==> src/rtl/tdm_frame_pkg.sv <==
package tdm_frame_pkg;
  typedef enum logic [1:0] {
    FMT_I2S  = 2'd0,
    FMT_LJ   = 2'd1,
    FMT_DSPA = 2'd2,
    FMT_DSPB = 2'd3
  } fmt_e;

  localparam int MAX_SLOT_BITS = 38;
  localparam int MAX_HALF_PAD  = 15;

  // two half-frame slots with per-slot padding
  function automatic logic two_slot(fmt_e f);
    return (f == FMT_I2S) || (f == FMT_LJ);
  endfunction

  // data starts one bit after the sync edge
  function automatic logic late_start(fmt_e f);
    return (f == FMT_I2S) || (f == FMT_DSPA);
  endfunction
endpackage

==> src/rtl/tdm_cfg_unit.sv <==
module tdm_cfg_unit
  import tdm_frame_pkg::*;
#(
  parameter int DIV_W   = 8,
  parameter int SLOT_W  = 4,
  parameter int BITS_W  = 6,
  parameter int FRAME_W = 10
) (
  input  logic               clk,
  input  logic               rst,
  input  logic               enable,
  input  logic               cfg_load,
  input  logic [DIV_W-1:0]   in_div,
  input  logic [SLOT_W-1:0]  in_slots,
  input  logic [BITS_W-1:0]  in_valid,
  input  logic [FRAME_W-1:0] in_frame,
  input  fmt_e               in_fmt,
  input  logic               in_fs_inv,
  input  logic               in_bclk_inv,
  output logic [DIV_W-1:0]   act_div,
  output logic [SLOT_W-1:0]  act_slots,
  output logic [BITS_W-1:0]  act_valid,
  output logic [FRAME_W-1:0] act_frame,
  output fmt_e               act_fmt,
  output logic               act_fs_inv,
  output logic               act_bclk_inv,
  output logic [FRAME_W-1:0] act_slot_bits,
  output logic [FRAME_W-1:0] act_last_bit,
  output logic               cfg_err
);
  localparam int PW = FRAME_W + SLOT_W + BITS_W + 1;

  logic [PW-1:0] frame_w, need_w, half_w, half_pad, sw_w, lastb_w;
  logic          bad;

  always_comb begin
    frame_w  = PW'(in_frame);
    need_w   = PW'(in_slots) * PW'(in_valid);
    half_w   = frame_w >> 1;
    half_pad = half_w - PW'(in_valid);
    sw_w     = two_slot(in_fmt) ? half_w : PW'(in_valid);
    lastb_w  = frame_w - PW'(1) - (PW'(in_slots) - PW'(1)) * sw_w;
    bad = (in_div == '0) || (in_slots == '0) || (in_valid == '0) ||
          (frame_w < need_w) || (sw_w > PW'(MAX_SLOT_BITS));
    if (two_slot(in_fmt))
      bad = bad || (in_slots != SLOT_W'(2)) || in_frame[0] ||
            (half_pad > PW'(MAX_HALF_PAD));
  end

  always_ff @(posedge clk) begin
    if (rst) begin
      act_div       <= DIV_W'(1);
      act_slots     <= SLOT_W'(2);
      act_valid     <= BITS_W'(16);
      act_frame     <= FRAME_W'(32);
      act_fmt       <= FMT_I2S;
      act_fs_inv    <= 1'b0;
      act_bclk_inv  <= 1'b0;
      act_slot_bits <= FRAME_W'(16);
      act_last_bit  <= FRAME_W'(15);
      cfg_err       <= 1'b0;
    end else if (cfg_load) begin
      if (enable || bad) begin
        cfg_err <= 1'b1;
      end else begin
        cfg_err       <= 1'b0;
        act_div       <= in_div;
        act_slots     <= in_slots;
        act_valid     <= in_valid;
        act_frame     <= in_frame;
        act_fmt       <= in_fmt;
        act_fs_inv    <= in_fs_inv;
        act_bclk_inv  <= in_bclk_inv;
        act_slot_bits <= FRAME_W'(sw_w);
        act_last_bit  <= FRAME_W'(lastb_w);
      end
    end
  end
endmodule

==> src/rtl/tdm_bclk_div.sv <==
module tdm_bclk_div #(
  parameter int DIV_W = 8
) (
  input  logic             clk,
  input  logic             rst,
  input  logic             enable,
  input  logic [DIV_W-1:0] div,
  input  logic             bclk_inv,
  output logic             start,
  output logic             tick,
  output logic             bclk
);
  logic             run_q;
  logic [DIV_W-1:0] cnt_q, cnt_n;
  logic [DIV_W:0]   half;

  assign start = enable && !run_q;
  assign tick  = enable && run_q && (cnt_q == div);
  assign half  = ({1'b0, div} + 1'b1) >> 1;
  assign cnt_n = tick ? '0 : cnt_q + 1'b1;

  always_ff @(posedge clk) begin
    if (rst) begin
      run_q <= 1'b0;
      cnt_q <= '0;
      bclk  <= 1'b0;
    end else begin
      run_q <= enable;
      if (start) begin
        cnt_q <= '0;
        bclk  <= bclk_inv;
      end else if (enable && run_q) begin
        cnt_q <= cnt_n;
        bclk  <= ({1'b0, cnt_n} >= half) ^ bclk_inv;
      end else begin
        cnt_q <= '0;
        bclk  <= bclk_inv;
      end
    end
  end
endmodule

==> src/rtl/tdm_frame_cnt.sv <==
module tdm_frame_cnt
  import tdm_frame_pkg::*;
#(
  parameter int SLOT_W  = 4,
  parameter int BITS_W  = 6,
  parameter int FRAME_W = 10
) (
  input  logic               clk,
  input  logic               rst,
  input  logic               enable,
  input  logic               start,
  input  logic               tick,
  input  fmt_e               fmt,
  input  logic               fs_inv,
  input  logic [SLOT_W-1:0]  slots,
  input  logic [BITS_W-1:0]  valid,
  input  logic [FRAME_W-1:0] frame,
  input  logic [FRAME_W-1:0] slot_bits,
  input  logic [FRAME_W-1:0] last_bit,
  output logic               fsync,
  output logic [SLOT_W-1:0]  slot_idx,
  output logic [FRAME_W-1:0] bit_idx,
  output logic               data_valid,
  output logic               pad_bit
);
  logic [FRAME_W-1:0] pos_q, pos_n, dpos_q, dpos_n, bit_n, fs_w;
  logic [SLOT_W-1:0]  slot_n, last_slot;
  logic               pol_hi, is_data;

  assign last_slot = slots - SLOT_W'(1);
  assign fs_w      = two_slot(fmt) ? (frame >> 1) : FRAME_W'(1);
  assign pol_hi    = (fmt != FMT_I2S) ^ fs_inv;

  always_comb begin
    pos_n  = pos_q;
    dpos_n = dpos_q;
    slot_n = slot_idx;
    bit_n  = bit_idx;
    if (start) begin
      pos_n = '0;
      if (late_start(fmt)) begin
        dpos_n = frame - FRAME_W'(1);
        slot_n = last_slot;
        bit_n  = last_bit;
      end else begin
        dpos_n = '0;
        slot_n = '0;
        bit_n  = '0;
      end
    end else if (tick) begin
      pos_n = (pos_q == frame - FRAME_W'(1)) ? '0 : pos_q + FRAME_W'(1);
      if (dpos_q == frame - FRAME_W'(1)) begin
        dpos_n = '0;
        slot_n = '0;
        bit_n  = '0;
      end else begin
        dpos_n = dpos_q + FRAME_W'(1);
        if ((bit_idx == slot_bits - FRAME_W'(1)) && (slot_idx != last_slot)) begin
          slot_n = slot_idx + SLOT_W'(1);
          bit_n  = '0;
        end else begin
          bit_n = bit_idx + FRAME_W'(1);
        end
      end
    end
    is_data = bit_n < FRAME_W'(valid);
  end

  always_ff @(posedge clk) begin
    if (rst || !enable) begin
      pos_q      <= '0;
      dpos_q     <= '0;
      slot_idx   <= '0;
      bit_idx    <= '0;
      data_valid <= 1'b0;
      pad_bit    <= 1'b0;
      fsync      <= rst ? 1'b1 : !pol_hi;
    end else if (start || tick) begin
      pos_q      <= pos_n;
      dpos_q     <= dpos_n;
      slot_idx   <= slot_n;
      bit_idx    <= bit_n;
      data_valid <= is_data;
      pad_bit    <= !is_data;
      fsync      <= (pos_n < fs_w) ? pol_hi : !pol_hi;
    end
  end
endmodule

==> src/rtl/tdm_frame_gen.sv <==
module tdm_frame_gen
  import tdm_frame_pkg::*;
#(
  parameter int DIV_W   = 8,
  parameter int SLOT_W  = 4,
  parameter int BITS_W  = 6,
  parameter int FRAME_W = 10
) (
  input  logic               clk,
  input  logic               rst,
  input  logic               enable,
  input  logic               cfg_load,
  input  logic [DIV_W-1:0]   cfg_div,
  input  logic [SLOT_W-1:0]  cfg_slots,
  input  logic [BITS_W-1:0]  cfg_valid,
  input  logic [FRAME_W-1:0] cfg_frame,
  input  logic [1:0]         cfg_fmt,
  input  logic               cfg_fs_inv,
  input  logic               cfg_bclk_inv,
  output logic               bclk,
  output logic               fsync,
  output logic [SLOT_W-1:0]  slot_idx,
  output logic [FRAME_W-1:0] bit_idx,
  output logic               data_valid,
  output logic               pad_bit,
  output logic               cfg_err
);
  logic [DIV_W-1:0]   act_div;
  logic [SLOT_W-1:0]  act_slots;
  logic [BITS_W-1:0]  act_valid;
  logic [FRAME_W-1:0] act_frame, act_slot_bits, act_last_bit;
  fmt_e               act_fmt;
  logic               act_fs_inv, act_bclk_inv;
  logic               start, tick;

  tdm_cfg_unit #(.DIV_W(DIV_W), .SLOT_W(SLOT_W), .BITS_W(BITS_W), .FRAME_W(FRAME_W)) u_cfg (
    .clk(clk), .rst(rst), .enable(enable), .cfg_load(cfg_load),
    .in_div(cfg_div), .in_slots(cfg_slots), .in_valid(cfg_valid), .in_frame(cfg_frame),
    .in_fmt(fmt_e'(cfg_fmt)), .in_fs_inv(cfg_fs_inv), .in_bclk_inv(cfg_bclk_inv),
    .act_div(act_div), .act_slots(act_slots), .act_valid(act_valid), .act_frame(act_frame),
    .act_fmt(act_fmt), .act_fs_inv(act_fs_inv), .act_bclk_inv(act_bclk_inv),
    .act_slot_bits(act_slot_bits), .act_last_bit(act_last_bit), .cfg_err(cfg_err)
  );

  tdm_bclk_div #(.DIV_W(DIV_W)) u_div (
    .clk(clk), .rst(rst), .enable(enable), .div(act_div), .bclk_inv(act_bclk_inv),
    .start(start), .tick(tick), .bclk(bclk)
  );

  tdm_frame_cnt #(.SLOT_W(SLOT_W), .BITS_W(BITS_W), .FRAME_W(FRAME_W)) u_cnt (
    .clk(clk), .rst(rst), .enable(enable), .start(start), .tick(tick),
    .fmt(act_fmt), .fs_inv(act_fs_inv), .slots(act_slots), .valid(act_valid),
    .frame(act_frame), .slot_bits(act_slot_bits), .last_bit(act_last_bit),
    .fsync(fsync), .slot_idx(slot_idx), .bit_idx(bit_idx),
    .data_valid(data_valid), .pad_bit(pad_bit)
  );
endmodule

==> config.mk <==
export PLATFORM = sky130hd
export DESIGN_NAME = tdm_frame_gen
export DESIGN_NICKNAME = d
export VERILOG_FILES = /design/src/rtl/tdm_frame_pkg.sv /design/src/rtl/tdm_cfg_unit.sv /design/src/rtl/tdm_bclk_div.sv /design/src/rtl/tdm_frame_cnt.sv /design/src/rtl/tdm_frame_gen.sv
export SDC_FILE = /design/constraint.sdc
export NUM_CORES = 1
export LEC_CHECK = 0
export ABC_AREA = 1
export BUFFER_PORTS_ARGS = -buffer_cell sky130_fd_sc_hd__clkbuf_2
export CORE_MARGIN = 4
export CORE_UTILIZATION = 60
export CTS_BUF_LIST = sky130_fd_sc_hd__clkbuf_4
export DETAILED_ROUTE_END_ITERATION = 12
export PLACE_DENSITY = 0.79
export SYNTH_ARGS = -nofsm -noshare
export SYNTH_HDL_FRONTEND = slang
export SYNTH_SLANG_ARGS = --single-unit
==> constraint.sdc <==
create_clock -name clk -period 6.62 [get_ports clk]
set_input_delay 0.331 -clock clk [delete_from_list [all_inputs] [get_ports clk]]
set_output_delay 0.331 -clock clk [all_outputs]
set_load 0.02 [all_outputs]
# ---- Word-level counts from Yosys, hierarchy flattened
# Index checks and enable logic that the tools add are counted.
dict set report classes {
  n_mul 2
  n_eq_ne 9
  reduce_logical 34
  bitwise_logic 4
  mux 28
  order_cmp 6
  n_addsub 13
}
# operator count
set ops {}
lappend ops {{$mux W10} 12}
lappend ops {{$add A10 B1 Y10 const B} 3}
lappend ops {{$eq A10 B10 Y1} 3}
lappend ops {{$sub A10 B1 Y10 const B} 3}
lappend ops {{$gt A21 B4 Y1 const B} 1}
lappend ops {{$gt A21 B6 Y1 const B} 1}
lappend ops {{$mul A21 B21 Y10} 1}
lappend ops {{$lt A10 B10 Y1} 2}
lappend ops {{$mux W4} 5}
lappend ops {{$mux W9} 2}
lappend ops {{$logic_or A1 B1 Y1} 13}
lappend ops {{$lt A10 B6 Y1} 1}
lappend ops {{$mul A4 B6 Y10} 1}
lappend ops {{$sub A10 B10 Y10} 1}
lappend ops {{$sub A9 B6 Y10} 1}
lappend ops {{$add A8 B1 Y9 const B} 1}
lappend ops {{$add A8 B1 Y8 const B} 1}
lappend ops {{$eq A8 B8 Y1} 1}
lappend ops {{$ge A8 B8 Y1} 1}
lappend ops {{$logic_not A8 Y1} 1}
lappend ops {{$mux W1} 8}
lappend ops {{$mux W8} 1}
lappend ops {{$logic_not A6 Y1} 1}
lappend ops {{$reduce_bool A2 Y1} 3}
lappend ops {{17 further kinds} 28}
dict set report totals {
  in_bits 36
  reg_bits 100
}

# ---- Logic depth before layout (Yosys ltp)
dict set report depth {
  word_depth 12
  depth_mapped 25
}

# ---- By module
# A second synthesis with hierarchy kept.
dict set report hier_totals {
  hier_cells 1621
  area_unflattened_um2 9940.8
}
# mod instances seq_area_each_um2 cells_per_inst area_each_um2
set modules_own_cells {}
lappend modules_own_cells {tdm_cfg_unit 1 1041.0 781 5039.8}
lappend modules_own_cells {tdm_frame_cnt 1 750.7 682 3911.3}
lappend modules_own_cells {tdm_bclk_div 1 200.2 158 989.7}

# ---- Least setup slack after synthesis
# Ideal clock, no wire load.
dict set report synth_timing {
  path_type {input port to flip-flop}
  start {input cfg_slots[0]}
  end {register u_cfg.act_last_bit[9]}
  path_buffers 0
  path_slack_ns 1.668
  cell_stages 22
  arrival_ns 4.839
  cell_sequence {inv_1 ha_1 nand2_1 nor2_1 inv_1 nor2_1 inv_1 fa_1 fa_1 inv_1 fa_1 fa_1 inv_1 fa_1 xnor2_1 xnor2_1 xor2_1 xnor2_1 xnor2_1 xor2_1 o21ai_1 inv_1}
}
dict set report synth_via {
  elab_chain_cells 12
}
# element line
set synth_rtl {}
lappend synth_rtl {{from (decl)} tdm_frame_gen.sv:14} ;# input logic [SLOT_W-1:0] cfg_slots,
lappend synth_rtl {{branches (longest 12 deep; another with $mul A21 B21 Y10)} -}
lappend synth_rtl {{to (signal assigned)} tdm_cfg_unit.sv:75} ;# act_last_bit <= FRAME_W'(lastb_w);
lappend synth_rtl {{to (decl)} tdm_cfg_unit.sv:28} ;# output logic [FRAME_W-1:0] act_last_bit,
# Several ways; the timed one is not identified.
# A chain may end at the register's enable or synchronous reset.

# ---- Worst setup path in the final report
# Ends and elaborated chain as after synthesis.

==> run_results.csv <==
group,metric,value,unit
outcome,status,"finished clean",
worst_setup_path,critPathBufInv,8,
final_layout,num-nets-final,1538,
worst_setup_path,crit_required,7040,ps
logic_synthesis,synth-main-ff-cell,"dfxtp_1",
floorplan,ioPinCount,55,
worst_hold_path,hp-class,"input port to register",
grt,grt_start_max_net_pins,53,
clock_network,cts_made_buffers,9,
logic_synthesis,synthTopCellsByArea,"dfxtp_1 (21%), ha_1 (11%), nand2_1 (11%)",
placed_design,dp.cells,1553,
logic_synthesis,async_reset_ff_frac,0,
worst_setup_path,crit_family,"adder cells",
sta,finalHoldViolations,0,
worst_setup_path,critPathMaxStageDelay,660,ps
sta,tns,0,ps
worst_setup_path,critical_path_class,"input port to register",
grt,antenna_found_initial,1,
detailed_routing,drc,0,
pwr,power.density,177,nW/um^2
detailed_routing,firstDrtPassIters,8,
grt,grt_first_pass_wirelength,39.6,mm
worst_setup_path,crit_top_cell,"inv_1",
sta,clock-skew-final,40.9,ps
logic_synthesis,syn_area,9150,sq um
detailed_routing,wl_per_cell,15.1,um
clock_network,clockBufferDepth,2,
pwr,p_leak,4.71,nW
logic_synthesis,synth_top_area_cell,"dfxtp_1",
detailed_routing,dr.first_iter.drc_count,628,
sta,fin_ws,1490,ps
logic_synthesis,synth_seq_cells,99,
clock_network,cts_htree_levels,3,
grt,grt_overflow,0,
worst_setup_path,crit_chain,"clkbuf_2 -> inv_1 -> ha_1 -> nand2_1 -> nor2_1 -> inv_1 -> nor2_1 -> inv_1 -> fa_1 -> inv_1 -> fa_1 -> fa_1 -> fa_1 -> inv_1 -> fa_1 -> ha_1 -> inv_1 -> nor2_1 -> o21ai_0 -> nand2_1 -> xor2_1 -> o21ai_1 -> inv_1",
floorplan,die_h,132,um
worst_setup_path,cp-start-kind,"input port",
worst_setup_path,cp_max_fo,14,
placed_design,portBuffers,54,
sta,slew_viol_final,0,
clock_network,post-cts-setup-buffers,0,
sta,setup_viol,0,
clock_network,cts-root-buf,"clkbuf_4",
flow_run,max_cap_viol_count,0,
clock_network,clock_latency,510,ps
logic_synthesis,ys_warn_count,0,
detailed_routing,met2_length,10.8,mm
logic_synthesis,synth_top_area_share,0.214,
final_layout,nFillCells,1331,
logic_synthesis,synth.distinct_cells,48,
detailed_routing,routed_via_density,5.58,
logic_synthesis,seq_area_frac_synth,0.218,
worst_setup_path,crit_path_end_kind,"register",
worst_setup_path,cp.arrival,5550,ps
placed_design,routabilityCongestion,0.976,
detailed_routing,m1WireLength,10.6,mm
sta,min_period_over_period,0.775,
logic_synthesis,yosysMostFrequentCell,"nand2_1",
final_layout,areaGrowthSynthToFinish,6.01,%
sta,slew-limit-headroom,0.249,
logic_synthesis,syn_avg_cell_area,6.83,sq um
pwr,vdd_drop_max,107,uV
clock_network,clk_pin_slew,180,ps
clock_network,cts_tree,"done",
grt,grt_use_total,0.273,
detailed_routing,dr.max_layer_used,"met4",
worst_setup_path,cp_slowest_cell,"fa_1",
sta,rsz0062_at_grt,"no",
placed_design,dpl.hpwl,19.2,mm
grt,grt_pass1_vias,8316,
clock_network,cts.sinks,99,
detailed_routing,wl_met3,1.83,mm
logic_synthesis,syn-num-nets,1499,
final_layout,fin_util,0.658,
logic_synthesis,synth_cells,1341,
logic_synthesis,synth_commonest_cells,"nand2_1 (275), inv_1 (222), nor2_1 (127)",
final_layout,final_cell_count_no_fill,1570,
floorplan,fp.dieW,132,um
sta,worst_pin_slew,1130,ps
sta,fmax,0.195,GHz
floorplan,rows,44,
floorplan,initial_core_util,0.620,
floorplan,core,14800,sq um
detailed_routing,totalWireLength,23.8,mm
floorplan,floorplan.die_area,17300,sq um
placed_design,place_ws,1010,ps
detailed_routing,drtAntennaViolNets,0,
detailed_routing,vias,8756,
worst_setup_path,rrSetupSlack,2580,ps
clock_network,cts_hold_buf,0,
clock_network,ctsResizeCount,0,
logic_synthesis,synth-edff-count,1,
final_layout,post_route_cells_drive_above_1_share,0.0917,
sta,period_minus_slack,5130,ps
## final cells by class
type | count | area, sq um | area share
Clock inverter | 7 | 68.8 | 0.00709
Inverter | 232 | 871 | 0.0897
Antenna cell | 1 | 2.50 | 0.000258
Tap cell | 184 | 230 | 0.0237
Clock buffer | 9 | 67.6 | 0.00696
Sequential cell | 99 | 1990 | 0.205
Timing Repair Buffer | 57 | 305 | 0.0315
Multi-Input combinational cell | 981 | 6170 | 0.636
## worst min-delay path: stages
cell and delay, ps:
clkbuf_2 100, nand2_1 70, a21oi_1 60
## worst paths after layout
path	end	depth (start not counted)	startpoint
worst min-delay path	u_cfg.act_fmt[0]	3	cfg_fmt[0]
worst min register to register	u_cfg.act_slot_bits[8]	2	u_cfg.act_slot_bits[8]
worst max-delay path	u_cfg.act_last_bit[9]	23	cfg_slots[0]
worst max register to register	u_cnt.fsync	18	u_cfg.act_div[3]
## logic make-up after synthesis
kind of cell,synth area share
compound gates,0.120
xor+xnor,0.0584
fa+ha+maj,0.198
buf+inv,0.109
flops,0.218
simple gates,0.297
## flip-flops by register name (all words and copies together) (netlist names), 2 cells and up
signal,cells
u_cnt.pos_q,10
u_cfg.act_div,8
u_cfg.act_slot_bits,9
u_cfg.act_fmt,2
u_cnt.dpos_q,10
u_cfg.act_slots,4
u_cfg.act_frame,10
u_cfg.act_last_bit,10
u_cfg.act_valid,6
u_cnt.bit_idx,10
u_cnt.slot_idx,4
u_div.cnt_q,8
## cells in the final DEF (no fill, tap or decap), types with 19 or more instances in the layout
cell type / count
ha_1: 84
inv_1: 222
a21oi_1: 79
nand4_1: 19
xnor2_1: 20
nand3_1: 88
o21ai_0: 77
dfxtp_1: 98
fa_1: 38
nor3_1: 22
nor2_1: 127
clkbuf_2: 54
nand2_1: 275
xor2_1: 41
## metal layers
layer  GRT usage  vias up
met3      0.0631       43
met1       0.367     4009
li1            -     4406
met2       0.442      298
met5           0        -
met4      0.0799        0
## power breakdown
| part | internal [mW] | switching [mW] | total (mW) |
|---|---|---|---|
| registers | 0.612 | 0.0153 | 0.627 |
| logic | 0.302 | 0.452 | 0.754 |
| clock network | 0.0877 | 0.248 | 0.336 |
## stage by stage
step	area [sq um]	power, mW	hold WS [ps]
after CTS	9700	1.71	65.3
final	9700	1.72	90.7
after global routing	9700	1.86	85.1
after detailed placement	9570	1.38	461
after floorplan	9150	1.22	425
after global placement	9570	1.36	453
No activity file was read; power rests on OpenSTA's default activity.
